File: src/rtl/mpu_regbank_pkg.sv
package mpu_regbank_pkg;

   localparam int unsigned ADDR_W = 12;
   localparam int unsigned DATA_W = 32;
   localparam int unsigned MAX_REGIONS = 16;
   localparam int unsigned MAX_ALIAS = 3;

   localparam logic [ADDR_W-1:0] OFF_INFO   = 12'hD90;
   localparam logic [ADDR_W-1:0] OFF_CTRL   = 12'hD94;
   localparam logic [ADDR_W-1:0] OFF_SELECT = 12'hD98;
   localparam logic [ADDR_W-1:0] OFF_BASE0  = 12'hD9C;
   localparam int unsigned       PAIR_STRIDE = 8;

   localparam logic [15:0] SIZE_KEEP = 16'hFF3F;
   localparam logic [15:0] ATTR_KEEP = 16'h173F;

   typedef enum logic [2:0] {
      SEL_NONE,
      SEL_INFO,
      SEL_CTRL,
      SEL_SELECT,
      SEL_BASE,
      SEL_SIZE
   } reg_sel_e;

   typedef struct packed {
      logic bgmap;
      logic hiprio_on;
      logic enable;
   } ctrl_word_t;

endpackage

File: src/rtl/mpu_addr_decode.sv
module mpu_addr_decode
   import mpu_regbank_pkg::*;
#(
   parameter int unsigned ALIAS_PAIRS = 3
) (
   input  logic [ADDR_W-1:0] addr,
   output reg_sel_e          sel
);

   localparam int unsigned NUM_PAIRS = ALIAS_PAIRS + 1;

   logic [NUM_PAIRS-1:0] hit_base;
   logic [NUM_PAIRS-1:0] hit_size;

   generate
      for (genvar k = 0; k < NUM_PAIRS; k++) begin : g_pair
         localparam logic [ADDR_W-1:0] PAIR_OFF = OFF_BASE0 + ADDR_W'(PAIR_STRIDE * k);
         assign hit_base[k] = (addr == PAIR_OFF);
         assign hit_size[k] = (addr == PAIR_OFF + ADDR_W'(4));
      end
   endgenerate

   always_comb begin
      sel = SEL_NONE;
      if (addr == OFF_INFO)        sel = SEL_INFO;
      else if (addr == OFF_CTRL)   sel = SEL_CTRL;
      else if (addr == OFF_SELECT) sel = SEL_SELECT;
      else if (|hit_base)          sel = SEL_BASE;
      else if (|hit_size)          sel = SEL_SIZE;
   end

   always_comb begin
      a_r9_window_exclusive: assert ($countones({hit_base, hit_size}) <= 1)
         else $error("R9: overlapping alias windows");
   end

endmodule

File: src/rtl/mpu_region_slot.sv
module mpu_region_slot
   import mpu_regbank_pkg::*;
(
   input  logic              clk,
   input  logic              rst_n,
   input  logic              base_we,
   input  logic              size_we,
   input  logic [DATA_W-1:0] wdata,
   output logic [31:0]       base,
   output logic [15:0]       size,
   output logic [15:0]       attr
);

   logic [26:0] base_q;
   logic [15:0] size_q;
   logic [15:0] attr_q;

   always_ff @(posedge clk or negedge rst_n) begin
      if (!rst_n) begin
         base_q <= '0;
      end else if (base_we) begin
         base_q <= wdata[31:5];
      end
   end

   always_ff @(posedge clk or negedge rst_n) begin
      if (!rst_n) begin
         size_q <= '0;
         attr_q <= '0;
      end else if (size_we) begin
         size_q <= wdata[15:0] & SIZE_KEEP;
         attr_q <= wdata[31:16] & ATTR_KEEP;
      end
   end

   assign base = {base_q, 5'b0};
   assign size = size_q;
   assign attr = attr_q;

   a_r7_size_reserved_zero: assert property (@(posedge clk) disable iff (!rst_n)
      ((size & ~SIZE_KEEP) == 16'h0) && ((attr & ~ATTR_KEEP) == 16'h0))
      else $error("R7: reserved size/attribute bits set");

   a_r6_base_low_clear: assert property (@(posedge clk) disable iff (!rst_n)
      base_we |=> (base[4:0] == 5'h0) && (base[31:5] == $past(wdata[31:5])))
      else $error("R6: stored base wrong");

endmodule

File: src/rtl/mpu_read_mux.sv
module mpu_read_mux
   import mpu_regbank_pkg::*;
#(
   parameter int unsigned NUM_REGIONS = 8
) (
   input  reg_sel_e                   sel,
   input  logic [3:0]                 rnr,
   input  ctrl_word_t                 ctrl,
   input  logic [NUM_REGIONS*32-1:0]  base_flat,
   input  logic [NUM_REGIONS*16-1:0]  size_flat,
   input  logic [NUM_REGIONS*16-1:0]  attr_flat,
   output logic [DATA_W-1:0]          rd_word
);

   logic [31:0] cur_base;
   logic [15:0] cur_size;
   logic [15:0] cur_attr;

   always_comb begin
      cur_base = '0;
      cur_size = '0;
      cur_attr = '0;
      for (int i = 0; i < int'(NUM_REGIONS); i++) begin
         if (int'(rnr) == i) begin
            cur_base = base_flat[i*32 +: 32];
            cur_size = size_flat[i*16 +: 16];
            cur_attr = attr_flat[i*16 +: 16];
         end
      end
   end

   always_comb begin
      unique case (sel)
         SEL_INFO:   rd_word = {16'h0, 8'(NUM_REGIONS), 8'h0};
         SEL_CTRL:   rd_word = {29'h0, ctrl};
         SEL_SELECT: rd_word = {28'h0, rnr};
         SEL_BASE:   rd_word = {cur_base[31:5], 1'b0, rnr};
         SEL_SIZE:   rd_word = {cur_attr, cur_size};
         default:    rd_word = '0;
      endcase
   end

endmodule

File: src/rtl/mpu_regbank.sv
module mpu_regbank
   import mpu_regbank_pkg::*;
#(
   parameter int unsigned NUM_REGIONS = 8,
   parameter int unsigned ALIAS_PAIRS = 3
) (
   input  logic                       clk,
   input  logic                       rst_n,
   input  logic [11:0]                bus_addr,
   input  logic                       bus_wr,
   input  logic [31:0]                bus_wdata,
   input  logic                       bus_rd,
   output logic [31:0]                bus_rdata,
   output logic                       ctrl_enable,
   output logic                       ctrl_hiprio_on,
   output logic                       ctrl_bgmap,
   output logic [NUM_REGIONS*32-1:0]  rgn_base,
   output logic [NUM_REGIONS*16-1:0]  rgn_size,
   output logic [NUM_REGIONS*16-1:0]  rgn_attr,
   output logic                       inval_pulse,
   output logic                       prog_err
);

   localparam logic [4:0]  NREG5  = 5'(NUM_REGIONS);
   localparam logic [31:0] NREG32 = 32'(NUM_REGIONS);

   generate
      if (NUM_REGIONS < 1 || NUM_REGIONS > MAX_REGIONS) begin : g_bad_regions
         $error("NUM_REGIONS must be 1..16");
      end
      if (ALIAS_PAIRS > MAX_ALIAS) begin : g_bad_alias
         $error("ALIAS_PAIRS must be 0..3");
      end
   endgenerate

   reg_sel_e   sel;
   ctrl_word_t ctrl_q;
   logic [3:0] rnr_q;
   logic       err_q;
   logic       inval_q;
   logic [31:0] rdata_q;
   logic [DATA_W-1:0] rd_word;

   mpu_addr_decode #(.ALIAS_PAIRS(ALIAS_PAIRS)) u_decode (
      .addr (bus_addr),
      .sel  (sel)
   );

   // write qualification
   logic       flag_retarget;
   logic [3:0] base_target;
   logic       base_in_range;
   logic       sel_in_range;
   logic       wr_ctrl, wr_select, wr_base, wr_size;
   logic       select_ok, base_ok, size_ok;
   logic       ctrl_bad, err_set, accepted;

   always_comb begin
      flag_retarget = bus_wdata[4];
      base_target   = flag_retarget ? bus_wdata[3:0] : rnr_q;
      base_in_range = ({1'b0, base_target} < NREG5);
      sel_in_range  = ({1'b0, rnr_q} < NREG5);

      wr_ctrl   = bus_wr && (sel == SEL_CTRL);
      wr_select = bus_wr && (sel == SEL_SELECT);
      wr_base   = bus_wr && (sel == SEL_BASE);
      wr_size   = bus_wr && (sel == SEL_SIZE);

      select_ok = wr_select && (bus_wdata < NREG32);
      base_ok   = wr_base && base_in_range;
      size_ok   = wr_size && sel_in_range;

      ctrl_bad  = wr_ctrl && bus_wdata[1] && !bus_wdata[0];
      err_set   = ctrl_bad
                || (wr_select && !select_ok)
                || (wr_base && !base_in_range);
      accepted  = wr_ctrl || base_ok || size_ok;
   end

   always_ff @(posedge clk or negedge rst_n) begin
      if (!rst_n) begin
         ctrl_q <= '0;
      end else if (wr_ctrl) begin
         ctrl_q <= ctrl_word_t'(bus_wdata[2:0]);
      end
   end

   always_ff @(posedge clk or negedge rst_n) begin
      if (!rst_n) begin
         rnr_q <= '0;
      end else if (select_ok) begin
         rnr_q <= bus_wdata[3:0];
      end else if (base_ok && flag_retarget) begin
         rnr_q <= base_target;
      end
   end

   always_ff @(posedge clk or negedge rst_n) begin
      if (!rst_n) begin
         err_q   <= 1'b0;
         inval_q <= 1'b0;
      end else begin
         err_q   <= err_q | err_set;
         inval_q <= accepted;
      end
   end

   // per-region storage
   generate
      for (genvar i = 0; i < NUM_REGIONS; i++) begin : g_slot
         logic base_we_i, size_we_i;
         assign base_we_i = base_ok && (base_target == 4'(i));
         assign size_we_i = size_ok && (rnr_q == 4'(i));
         mpu_region_slot u_slot (
            .clk     (clk),
            .rst_n   (rst_n),
            .base_we (base_we_i),
            .size_we (size_we_i),
            .wdata   (bus_wdata),
            .base    (rgn_base[i*32 +: 32]),
            .size    (rgn_size[i*16 +: 16]),
            .attr    (rgn_attr[i*16 +: 16])
         );
      end
   endgenerate

   mpu_read_mux #(.NUM_REGIONS(NUM_REGIONS)) u_rmux (
      .sel       (sel),
      .rnr       (rnr_q),
      .ctrl      (ctrl_q),
      .base_flat (rgn_base),
      .size_flat (rgn_size),
      .attr_flat (rgn_attr),
      .rd_word   (rd_word)
   );

   always_ff @(posedge clk or negedge rst_n) begin
      if (!rst_n) begin
         rdata_q <= '0;
      end else begin
         rdata_q <= bus_rd ? rd_word : '0;
      end
   end

   assign bus_rdata      = rdata_q;
   assign ctrl_enable    = ctrl_q.enable;
   assign ctrl_hiprio_on = ctrl_q.hiprio_on;
   assign ctrl_bgmap     = ctrl_q.bgmap;
   assign inval_pulse    = inval_q;
   assign prog_err       = err_q;

   a_r4_select_in_range: assert property (@(posedge clk) disable iff (!rst_n)
      {1'b0, rnr_q} < NREG5)
      else $error("R4: region number out of range");

   a_r10_pulse_has_cause: assert property (@(posedge clk) disable iff (!rst_n)
      inval_pulse |-> $past(bus_wr) && ($past(sel) inside {SEL_CTRL, SEL_BASE, SEL_SIZE}))
      else $error("R10: invalidate without accepted write");

   a_r1_info_write_quiet: assert property (@(posedge clk) disable iff (!rst_n)
      (bus_wr && sel == SEL_INFO) |=> !inval_pulse && !$changed(ctrl_q))
      else $error("R1: read-only write had an effect");

   a_r11_err_sticky: assert property (@(posedge clk) disable iff (!rst_n)
      prog_err |=> prog_err)
      else $error("R11: error flag cleared");

   a_r5_retarget_moves_select: assert property (@(posedge clk) disable iff (!rst_n)
      (wr_base && flag_retarget && base_in_range) |=> rnr_q == $past(bus_wdata[3:0]))
      else $error("R5: selection not retargeted");

   a_r12_rdata_idle_zero: assert property (@(posedge clk) disable iff (!rst_n)
      !bus_rd |=> bus_rdata == 32'h0)
      else $error("R12: read data not zero when idle");

endmodule

File: config.mk
export PLATFORM = sky130hd
export DESIGN_NAME = mpu_regbank
export DESIGN_NICKNAME = d
export VERILOG_FILES = /design/src/rtl/mpu_regbank_pkg.sv /design/src/rtl/mpu_addr_decode.sv /design/src/rtl/mpu_region_slot.sv /design/src/rtl/mpu_read_mux.sv /design/src/rtl/mpu_regbank.sv
export SDC_FILE = /design/constraint.sdc
export NUM_CORES = 1
export LEC_CHECK = 0
export CORE_AREA = 3 3 234 236
export CTS_BUF_LIST = sky130_fd_sc_hd__clkbuf_16
export DETAILED_ROUTE_END_ITERATION = 12
export DIE_AREA = 0 0 237 239
export DONT_BUFFER_PORTS = 1
export SETUP_SLACK_MARGIN = 0.1
export SKIP_CTS_REPAIR_TIMING = 1
export SLEW_MARGIN = 30
export SYNTH_ARGS = -nofsm -noshare
export SYNTH_HDL_FRONTEND = slang
export SYNTH_SLANG_ARGS = --single-unit
File: constraint.sdc
create_clock -name clk -period 2.2 [get_ports clk]
set_clock_uncertainty 0.15 [all_clocks]
set_input_delay 0.11 -clock clk [delete_from_list [all_inputs] [get_ports clk]]
set_output_delay 0.11 -clock clk [all_outputs]
set_load 0.01 [all_outputs]
# Yosys cells after proc, flatten, opt, wreduce, memory -nomap -nowiden
# Cells that the tools add are included.
[totals]
ff_bits = 449
wordCells = 147
output_inout_bits = 549
[classes]
n_reduce_logical = 41
order_cmp = 3
muxes = 34
bitwise_logic = 1
n_eq_ne = 37
[op_table]
columns = ["cell", "n"]
rows = [
  ["$mux W32", 9],
  ["$pmux W32 S5", 1],
  ["$eq A12 B12 Y1 const B", 11],
  ["$mux W16", 8],
  ["$mux W13", 8],
  ["$eq A4 B3 Y1 const B", 10],
  ["$lt A32 B4 Y1 const B", 1],
  ["$logic_and A1 B1 Y1", 28],
  ["$eq A4 B2 Y1 const B", 5],
  ["$eq A4 B4 Y1 const B", 4],
  ["$mux W3", 5],
  ["$logic_not A4 Y1", 3],
  ["$mux W4", 3],
  ["$eq A4 B1 Y1 const B", 2],
  ["$lt A4 B4 Y1 const B", 2],
  ["$reduce_or A4 Y1", 2],
  ["$eq A3 B2 Y1 const B", 2],
  ["$eq A3 B3 Y1 const B", 2],
  ["$logic_or A1 B1 Y1", 4],
  ["$eq A3 B1 Y1 const B", 1],
  ["$logic_not A1 Y1", 3],
  ["$reduce_bool A2 Y1", 1],
  ["$or A1 B1 Y1", 1],
]

# Longest topological paths before layout
# Gate-level depths: netlist (run 1).
[logic_depth]
depth_word = 15
mapped_depth = 9

# Cells and area by module
# A second synthesis (run 1) with hierarchy kept.
[hier_totals]
hier_cells = 1807
area_unflattened_um2 = 24109.4
[by_module_without_submodules]
columns = ["module", "seq_area_each_um2", "instances", "area_each_um2", "cells_each"]
rows = [
  ["mpu_region_slot", 1276.2, 8, 2187.1, 122],
  ["mpu_read_mux", 0.0, 1, 4773.3, 664],
  ["mpu_regbank", 1026.0, 1, 1769.2, 157],
  ["mpu_addr_decode", 0.0, 1, 70.1, 10],
]

# Worst setup path after synthesis (run 1)
# Ideal clock, no wire load.
[synth_timing]
path_type = "reg-to-reg"
start = "register rnr_q[3]"
end = "register g_slot[5].u_slot.base_q[22]"
arrival_ns = 2.018
synth_period_minus_slack_ns = 2.293
stages_incl_launch_ff = 7
setup_slack_ns = -0.093
required_ns = 1.925
n_path_buf = 2
setup_ns = 0.125
cell_sequence = "dfrtp_1 > buf_2 > mux2i_1 > nand4b_4 > nor2_8 > buf_6 > mux2_2"
[synth_between]
elab_chain_len = 4
[synth_rtl]
columns = ["element", "line_no", "rtl"]
rows = [
  ["from (decl)", "mpu_regbank.sv:38", "logic [3:0] rnr_q;"],
  ["from (signal assigned)", "mpu_regbank.sv:92", "rnr_q <= bus_wdata[3:0];"],
  ["from (signal assigned)", "mpu_regbank.sv:94", "rnr_q <= base_target;"],
  ["$mux W4 *", "mpu_regbank.sv:60", "base_target = flag_retarget ? bus_wdata[3:0] : rnr_q;"],
  ["$lt A4 B4 Y1", "mpu_regbank.sv:61", "base_in_range = ({1'b0, base_target} < NREG5);"],
  ["$logic_and A1 B1 Y1", "mpu_regbank.sv:70", "base_ok = wr_base && base_in_range;"],
  ["$logic_and A1 B1 Y1 *", "mpu_regbank.sv:112", "assign base_we_i = base_ok && (base_target == 4'(i));"],
  ["to (signal assigned)", "mpu_region_slot.sv:22", "base_q <= wdata[31:5];"],
  ["to (decl)", "mpu_region_slot.sv:14", "logic [26:0] base_q;"],
]
# Mark *: on every way between the ends. The rest lies on a longest branch, timed or not.
# A chain may end at the register's enable or synchronous reset.

# Worst setup path in the final report (run 1)
[layout_timing]
start = "register rnr_q[0]"
end = "register g_slot[0].u_slot.base_q[2]"
[layout_between]
elab_chain_len = 4
[layout_rtl]
columns = ["element", "line_no"]
rows = [
  ["$mux W4 *", "mpu_regbank.sv:60"],
  ["$lt A4 B4 Y1", "mpu_regbank.sv:61"],
  ["$logic_and A1 B1 Y1", "mpu_regbank.sv:70"],
  ["$logic_and A1 B1 Y1 *", "mpu_regbank.sv:112"],
  ["to (signal assigned)", "mpu_region_slot.sv:22"],
  ["to (decl)", "mpu_region_slot.sv:14"],
]
# Marked as above.

==> results, run 1 <==
- The DRC violation count after routing is 0.
- The via count of the first global-routing pass is 13900.
- The die width is about 240 um.
- The count of boundary I/O pins is 597.
- The worst min-delay path category is in -> async.
- The mapped cell area is 21400 um^2.
- Once the floorplan was initialized, standard cells occupied around 41% of the core.
- For this run, the number of Yosys warnings is 0.
- The sum of internal, switching and leakage power is ~0.017 W.
- After synthesis, the cell types taking the most area are sky130_fd_sc_hd__dfrtp_1, sky130_fd_sc_hd__mux2_2, sky130_fd_sc_hd__mux4_2.
- The type of the worst setup path is reg -> reg.
- The fraction of post-synthesis cell area in the top cell type by area is between 50% and 60%.
- The worst path arrival time is 2500 ps.
- The setup-violating endpoint count in the final report is 0.
- The initial antenna violation count is 2.
- The average cell area after synthesis is 14.1 um^2.
- The area added between synthesis and finish is 20.4%.
- Once detail routing completed, the nets flagged for antenna violations numbered 0.
- The number of fill cells is 4569.
- The time the worst path needs with I/O delays and setup is 2180 ps.
- The number of buffers added on ports is 0.
- The buffers plus inverters on the worst setup path is 3.
- The max-slew violation count is 0.
- The flow ran to the end, but the final reports show violations.
- The proportion of layout cells with a drive suffix above 1 is 42.9%.
- The total half-perimeter wirelength after legalization and detailed placement is 54.3 mm.
- The pre-CTS worst setup slack is -87.1 ps.
- Derived from the worst setup path, the maximum achievable clock frequency is 458 MHz.
- The cell taking the most area after synthesis is sky130_fd_sc_hd__dfrtp_1.
- The sort of element at the end of the critical path is a flop.
- The floorplan step set the die height to 239 um.
- The final worst-path cycle share is 99.3%.
- The data required time of the critical path is 2510 ps.
- Using the TritonRoute via totals, the vias-per-cell ratio works out to roughly 6.
- The post-synthesis cell type count is 68.
- The delay of the slowest critical-path stage is 570 ps.
- The top fanout value on the critical path is 9.
- The library cell contributing the largest single delay on the critical path is sky130_fd_sc_hd__dfrtp_4.
- The peak supply drop is 568 uV.
- The number of optimization iterations in the first detailed-route pass is 4.
- The count of cells in the finished layout, fillers not included, comes to 2405.
- The post-synthesis register bit count is approximately 450.
- Leaving out fill and tap cells, the most frequent cells in the layout are sky130_fd_sc_hd__dfrtp_1, sky130_fd_sc_hd__mux2_2, sky130_fd_sc_hd__conb_1, sky130_fd_sc_hd__buf_4, sky130_fd_sc_hd__mux2_4.
- The cell count after synthesis came out at 1525.
- The net count of the finished layout is 1725.
- The multi-input combinational cells in the finished layout cover a total of 9440 um^2.
- The post-route worst hold slack is -922 ps.
- The count of final hold-check violations is 643.
- Once placement completed, the tool counted placed cells totaling 2215.
- Entering global routing, the biggest net connects 450 pins.
- In the synthesized netlist the async set-or-reset flop fraction comes to between 90% and 100%.
- The count of H-tree levels built during CTS is 2.
- Dividing total power by cell area gives a power density of 652 nW/um^2.
- Detailed routing inserted a total of 14300 vias.
- STA classifies the critical path startpoint as a flop.
- The most common cell after layout, fill and taps aside is sky130_fd_sc_hd__dfrtp_1.
- The later-pin clock latency in the skew report is around 580 ps.
- The final core utilization is 49.0%.
- Wires add up to 83.0 mm.
- The clock drives 449 sinks.
- The wire length per cell after detailed routing is 34.5 um.
- The largest delay contributor family on the critical path is flip-flops.
- Setup repair after global routing could not meet its margin everywhere.
- The leakage power figure is 12.4 nW.
- Adding up every negative setup slack in the final design gives 0 ps.
- The checks that failed: negative hold slack.
- TritonCTS built the clock tree.
- In this run the deepest clock path goes through 3 buffers.
- At the pin with the least slew margin, the transition time is around 1100 ps.
- Of the synthesized area, sequential elements account for between 50% and 60%.
- The max-cap check violation count is 0.
- In this run the standard cell core region covers 52700 um^2.
- For this run the aggregate overflow at the end of global routing stands at 0.
- The first routing iteration left between 1000 and 1500 violations.
- The routability-driven placement congestion ratio is 0.882.
- The total global routing track utilization is between 20% and 30%.
- Registers take 11200 um^2.
- The initialized floorplan defines 84 standard-cell rows.
- The CTS clock-pin slew for the worst setup and hold paths is 60 ps.
- The TritonCTS buffer count is between 50 and 60.
- In this run the clock root is driven by a sky130_fd_sc_hd__clkbuf_16.
- Traced cell by cell, the critical path runs through mux2i_4 > nand4_4 > buf_6 > nor2_4 > buf_12 > clkbuf_16 > mux2_2.
- In this run the tightest slew margin relative to its limit is between 20% and 30%.
- The number of enable-type register cells in the synthesized netlist is 0.
- The most used flip-flop cell after synthesis is sky130_fd_sc_hd__dfrtp_1.
- Setup slack closes at 15.5 ps.
- The first-pass GRT wire length is 107 mm.
- The floorplan die area is 56600 um^2.
path summary, 6_finish.rpt:
check	startpoint	to	slack, ps	cells after the start
max in group asynchronous	rst_n	g_slot[5].u_slot.base_q[8]	1960	0
setup / recovery	rnr_q[0]	g_slot[0].u_slot.base_q[2]	20	7
setup reg to reg	rnr_q[0]	g_slot[0].u_slot.base_q[2]	20	7
min in group clk	bus_wdata[11]	g_slot[7].u_slot.base_q[6]	-480	1
hold reg to reg	g_slot[5].u_slot.base_q[10]	g_slot[5].u_slot.base_q[10]	450	1
hold / removal	rst_n	g_slot[6].u_slot.base_q[23]	-920	0
registers in the layout (all words and copies together) (netlist names):
| name | flops |
|---|---|
| ctrl_enable | 1 |
| inval_pulse | 1 |
| g_slot.u_slot.attr | 80 |
| ctrl_bgmap | 1 |
| g_slot.u_slot.size | 112 |
| bus_rdata | 32 |
| ctrl_hiprio_on | 1 |
| prog_err | 1 |
| rnr_q | 4 |
| g_slot.u_slot.base_q | 216 |
cell usage after synthesis (6+ instances only):
library cell / n
sky130_fd_sc_hd__a21oi_1: 42
sky130_fd_sc_hd__a221o_1: 6
sky130_fd_sc_hd__a22oi_1: 11
sky130_fd_sc_hd__a311oi_1: 7
sky130_fd_sc_hd__buf_1: 7
sky130_fd_sc_hd__buf_2: 28
sky130_fd_sc_hd__buf_4: 114
sky130_fd_sc_hd__buf_6: 20
sky130_fd_sc_hd__clkbuf_1: 45
sky130_fd_sc_hd__dfrtp_1: 449
sky130_fd_sc_hd__mux2_1: 33
sky130_fd_sc_hd__mux2_2: 324
sky130_fd_sc_hd__mux2_4: 53
sky130_fd_sc_hd__mux2i_1: 47
sky130_fd_sc_hd__mux4_2: 56
sky130_fd_sc_hd__nand2_1: 45
sky130_fd_sc_hd__nor2_1: 39
sky130_fd_sc_hd__nor2b_1: 7
sky130_fd_sc_hd__nor3_1: 13
sky130_fd_sc_hd__nor4_1: 8
sky130_fd_sc_hd__o21ai_0: 35
sky130_fd_sc_hd__o22ai_1: 19
sky130_fd_sc_hd__o31ai_1: 8
sky130_fd_sc_hd__o32ai_1: 8
sky130_fd_sc_hd__or3_1: 9
routing by layer:
metal  share of wire (%)  vias to the layer above  global-route usage [%]
li1                    -                     5725                       -
met1                  38                     7646                    31.4
met2                  49                      758                    43.2
met3                 9.6                      166                    9.59
met4                 3.8                        4                    8.58
met5               0.036                        -                       0
cell families after synthesis:
group,Yosys count,synth area share [%]
mux,513,30.5
flops,449,52.4
buf+inv,221,6.73
compound gates,175,5.42
simple gates,166,4.88
other cells,1,0.0175
stage by stage:
step / area (um^2) / hold WS, ps
global route: 25800 / -956
global placement: 22600 / -320
finish: 25800 / -922
detailed placement: 22600 / -319
floorplan: 21800 / -336
CTS: 24200 / -957
power by group:
group	internal [W]	switching (W)
clock network	0.00467	0.00346
logic	0.000123	0.000283
registers	0.00827	0.0000257
area by class of cell:
type / count / area share, %
clock inverters: 38 / 0.960
repair buffers: 210 / 10.3
diodes: 2 / 0.0194
inverters: 7 / 0.102
well taps: 688 / 3.33
clock buffers: 53 / 5.14
flip-flops and latches: 449 / 43.6
multi-input cells: 958 / 36.6
(Power assumes the default switching activity.)
==> inputs of run 2 (changes only) <==
- GPL_TIMING_DRIVEN: not set -> 0
==> run 2 against run 1 <==
Against the previous run: the run ends with negative hold slack, negative setup slack left; utilization increased by 3.5 points; wire length increased by 17%; clock-buffer cell count unchanged; sequential power about the same; design area increased by 7.0%; die area unchanged; sequential share of layout area decreased by 2.9 points; critical path depth increased by 1; maximum frequency decreased by 2.6%; first-iteration DRC count increased by 4.2%; critical path type unchanged; largest cell class unchanged; highest routed layer is now met4.
==> results, run 2 (synthesis results as in run 1) <==
- The total global routing track utilization is 31.1% (was 26.0%).
- The placed cell count is 2316 (was 2215).
- The clock tree from TritonCTS is built (unchanged).
- The largest delay contributor family on the critical path is buffers and inverters (was flip-flops).
- RSZ-0062 raised after global routing: true (unchanged).
- The max-slew violation count is 0 (unchanged).
- The total area of sequential cells was 11200 um^2 (about the same).
- The TritonCTS buffer count is 51 (unchanged).
- The leakage power figure came to 13.3 nW (was 12.4 nW).
- The count of boundary I/O pins is 597 (unchanged).
- The initial core utilization was 40.7% (unchanged).
- The total half-perimeter wirelength after legalization and detailed placement is 64.5 mm (was 54.3 mm).
- The later-pin clock latency in the skew report is 600 ps (was 580 ps).
- The number of nets in the final layout is 1879 (was 1725).
- The routability-driven placement congestion ratio is 0.876 (was 0.882).
- The count of H-tree levels built during CTS is 2 (unchanged).
- The pin count of the biggest net entering global routing is 450 (unchanged).
- The core area is 52700 um^2 (unchanged).
- The wire length per cell after detailed routing is 37.8 um (was 34.5 um).
- The via count of the first global-routing pass came to 14700 (was 13900).
- The final standard cell area without fillers came to 27600 um^2 (was 25800 um^2).
- CP cell instances: buf_12 > mux2i_4 > nand4b_4 > buf_12 > nor2_8 > buf_12 > clkbuf_16 > mux2_4 (was mux2i_4 > nand4_4 > buf_6 > nor2_4 > buf_12 > clkbuf_16 > mux2_2).
- The buffers plus inverters on the worst setup path is 4 (was 3).
- The measured slew at the worst slew-check pin came to 1400 ps (was 1050 ps).
- The die boundary height is 239 um (unchanged).
- The top register by number of flip-flops is g_slot.u_slot.base_q (unchanged).
- The DRC violation count after routing is 0 (unchanged).
- The overall overflow remaining after global route was 0 (unchanged).
- The worst path arrival time came to 2580 ps (was 2500 ps).
- The sort of element at the end of the critical path is a flop (unchanged).
- Commonest cells after routing, fill and taps aside: sky130_fd_sc_hd__dfrtp_1, sky130_fd_sc_hd__mux2_2, sky130_fd_sc_hd__buf_4, sky130_fd_sc_hd__mux2_4, sky130_fd_sc_hd__conb_1 (was sky130_fd_sc_hd__dfrtp_1, sky130_fd_sc_hd__mux2_2, sky130_fd_sc_hd__conb_1, sky130_fd_sc_hd__buf_4, sky130_fd_sc_hd__mux2_4).
- The delay of the slowest critical-path stage is 450 ps (was 570 ps).
- The detailed-route vias per instance was 5.97 (was 5.95).
- The area of combinational cells with multiple inputs is 9970 um^2 (was 9440 um^2).
- The final antenna-violating net count is 0 (unchanged).
- The placed cell area is 22700 um^2 (was 22600 um^2).
- The proportion of layout cells with a drive suffix above 1 came to 48.1% (was 42.9%).
- Violated checks: negative hold slack, negative setup slack (was negative hold slack).
- The achievable frequency is 446 MHz (was 458 MHz).
- The first-pass GRT wire length is 123 mm (was 107 mm).
- The time the worst path needs with I/O delays and setup is 2240 ps (was 2180 ps).
- The max-cap check violation count is 0 (unchanged).
- The total via count in the routed design is 15300 (was 14300).
- The worst min-delay path category is in -> async (unchanged).
- The final total negative setup slack is -1070 ps (was 0 ps).
- The post-route worst hold slack came to -940 ps (was -922 ps).
- The peak supply drop is 495 uV (was 568 uV).
- The most common cell after layout, fill and taps aside was sky130_fd_sc_hd__dfrtp_1 (unchanged).
- Run status: finished, violations left (unchanged).
- The normalized max-slew margin was 6.60% (was 30.0%).
- By instance count, the cell type seen most on the critical path is sky130_fd_sc_hd__buf_12.
- The floorplan die area is 56600 um^2 (unchanged).
- The number of fill cells is 4446 (was 4569).
- The data required time of the critical path is 2530 ps (was 2510 ps).
- The type of the worst setup path is reg -> reg (unchanged).
- The root cell of the clock tree is sky130_fd_sc_hd__clkbuf_16 (unchanged).
- The number of optimization iterations in the first detailed-route pass is 5 (was 4).
- The count of final hold-check violations is 597 (was 643).
- The final core utilization is 52.5% (was 49.0%).
- The initial antenna violation count is 3 (was 2).
- The flip-flop count of the largest register, all copies and words added is 216 (unchanged).
- The cell area power density is 619 nW/um^2 (was 652 nW/um^2).
- The count of clock tree sinks is 449 (unchanged).
- The count of placed standard cells in the final layout, fillers left out came to 2563 (was 2405).
- The setup-violating endpoint count in the final report was 53 (was 0).
- The number of placement rows is 84 (unchanged).
- The final worst-path cycle share is 102% (was 99.3%).
- The CTS clock-pin slew for the worst setup and hold paths came to 60 ps (about the same).
- The top fanout value on the critical path was 8 (was 9).
- The area added between synthesis and finish came to 28.9% (was 20.4%).
- The number of design-rule violations left by the first detailed-router iteration is 1193 (was 1145).
- The nature of the critical path startpoint is a flop (unchanged).
- The library cell contributing the largest single delay on the critical path is sky130_fd_sc_hd__dfrtp_2 (was sky130_fd_sc_hd__dfrtp_4).
- The sum of routed wire length over all layers came to 96.9 mm (was 83.0 mm).
- The setup slack after layout is -43.9 ps (was 15.5 ps).
- The maximum root-to-sink buffer count is 3 (unchanged).
- The number of buffers added on ports is 0 (unchanged).
- The die width is 237 um (unchanged).
run 2: changes by cell type in the layout (fill, tap and decap cells not counted), sizes merged:
cell         before  now
buf             154  283
clkbuf           70   98
clkinv           24   17
clkinvlp          1    6
inv              17   22
dlygate4sd3      39   36
diode             2    3
run 2: final cells by class:
| type | instances | area share [%] |
|---|---|---|
| antenna | 3 | 0.0272 |
| buffer | 213 | 7.99 |
| clock buffer | 53 | 4.80 |
| clock inverter | 41 | 0.933 |
| inverter | 7 | 0.122 |
| multi-input combinational | 958 | 36.1 |
| sequential | 449 | 40.7 |
| tap | 688 | 3.12 |
| timing repair buffer | 151 | 6.24 |
run 2: path summary, 6_finish.rpt:
kind                                               end  slack (ps)                  startpoint  depth (start not counted)
max                        g_slot[3].u_slot.base_q[19]         -40                    rnr_q[3]                          8
min                        g_slot[2].u_slot.base_q[24]        -940                       rst_n                          0
max reg2reg                g_slot[3].u_slot.base_q[19]         -40                    rnr_q[3]                          8
min reg2reg                 g_slot[7].u_slot.base_q[2]         460  g_slot[7].u_slot.base_q[2]                          1
max in group asynchronous  g_slot[0].u_slot.base_q[15]        1710                       rst_n                          0
min in group clk           g_slot[5].u_slot.base_q[18]        -500               bus_wdata[23]                          1
run 2: metal layers:
layer	share of wire (%)	vias to the layer above	global-route usage (%)
li1	-	6037	-
met1	36	8090	36.3
met2	48	954	51.4
met3	12	208	13.5
met4	4.0	0	11.0
met5	0	-	0
run 2: per-stage QoR:
stage | setup slack [ps] | total power (W)
floorplan | 17.9 | 0.00881
global placement | -1660 | 0.00889
detailed placement | -1290 | 0.00889
CTS | -1310 | 0.0171
global route | -71.4 | 0.0175
finish | -43.9 | 0.0171
run 2: worst register-to-register path: stages, from the launching register on:
cell and delay [ps]:
sky130_fd_sc_hd__dfrtp_2 450, sky130_fd_sc_hd__buf_12 150, sky130_fd_sc_hd__mux2i_4 230, sky130_fd_sc_hd__nand4b_4 170
sky130_fd_sc_hd__buf_12 160, sky130_fd_sc_hd__nor2_8 110, sky130_fd_sc_hd__buf_12 170, sky130_fd_sc_hd__clkbuf_16 220
sky130_fd_sc_hd__mux2_4 310
run 2: power by group:
group          switching (W)  leakage (nW)  internal, W
Sequential         0.0000262          6.27      0.00827
Clock                0.00355         0.825      0.00467
Combinational       0.000328          6.18     0.000251
Total                0.00390          13.3       0.0132
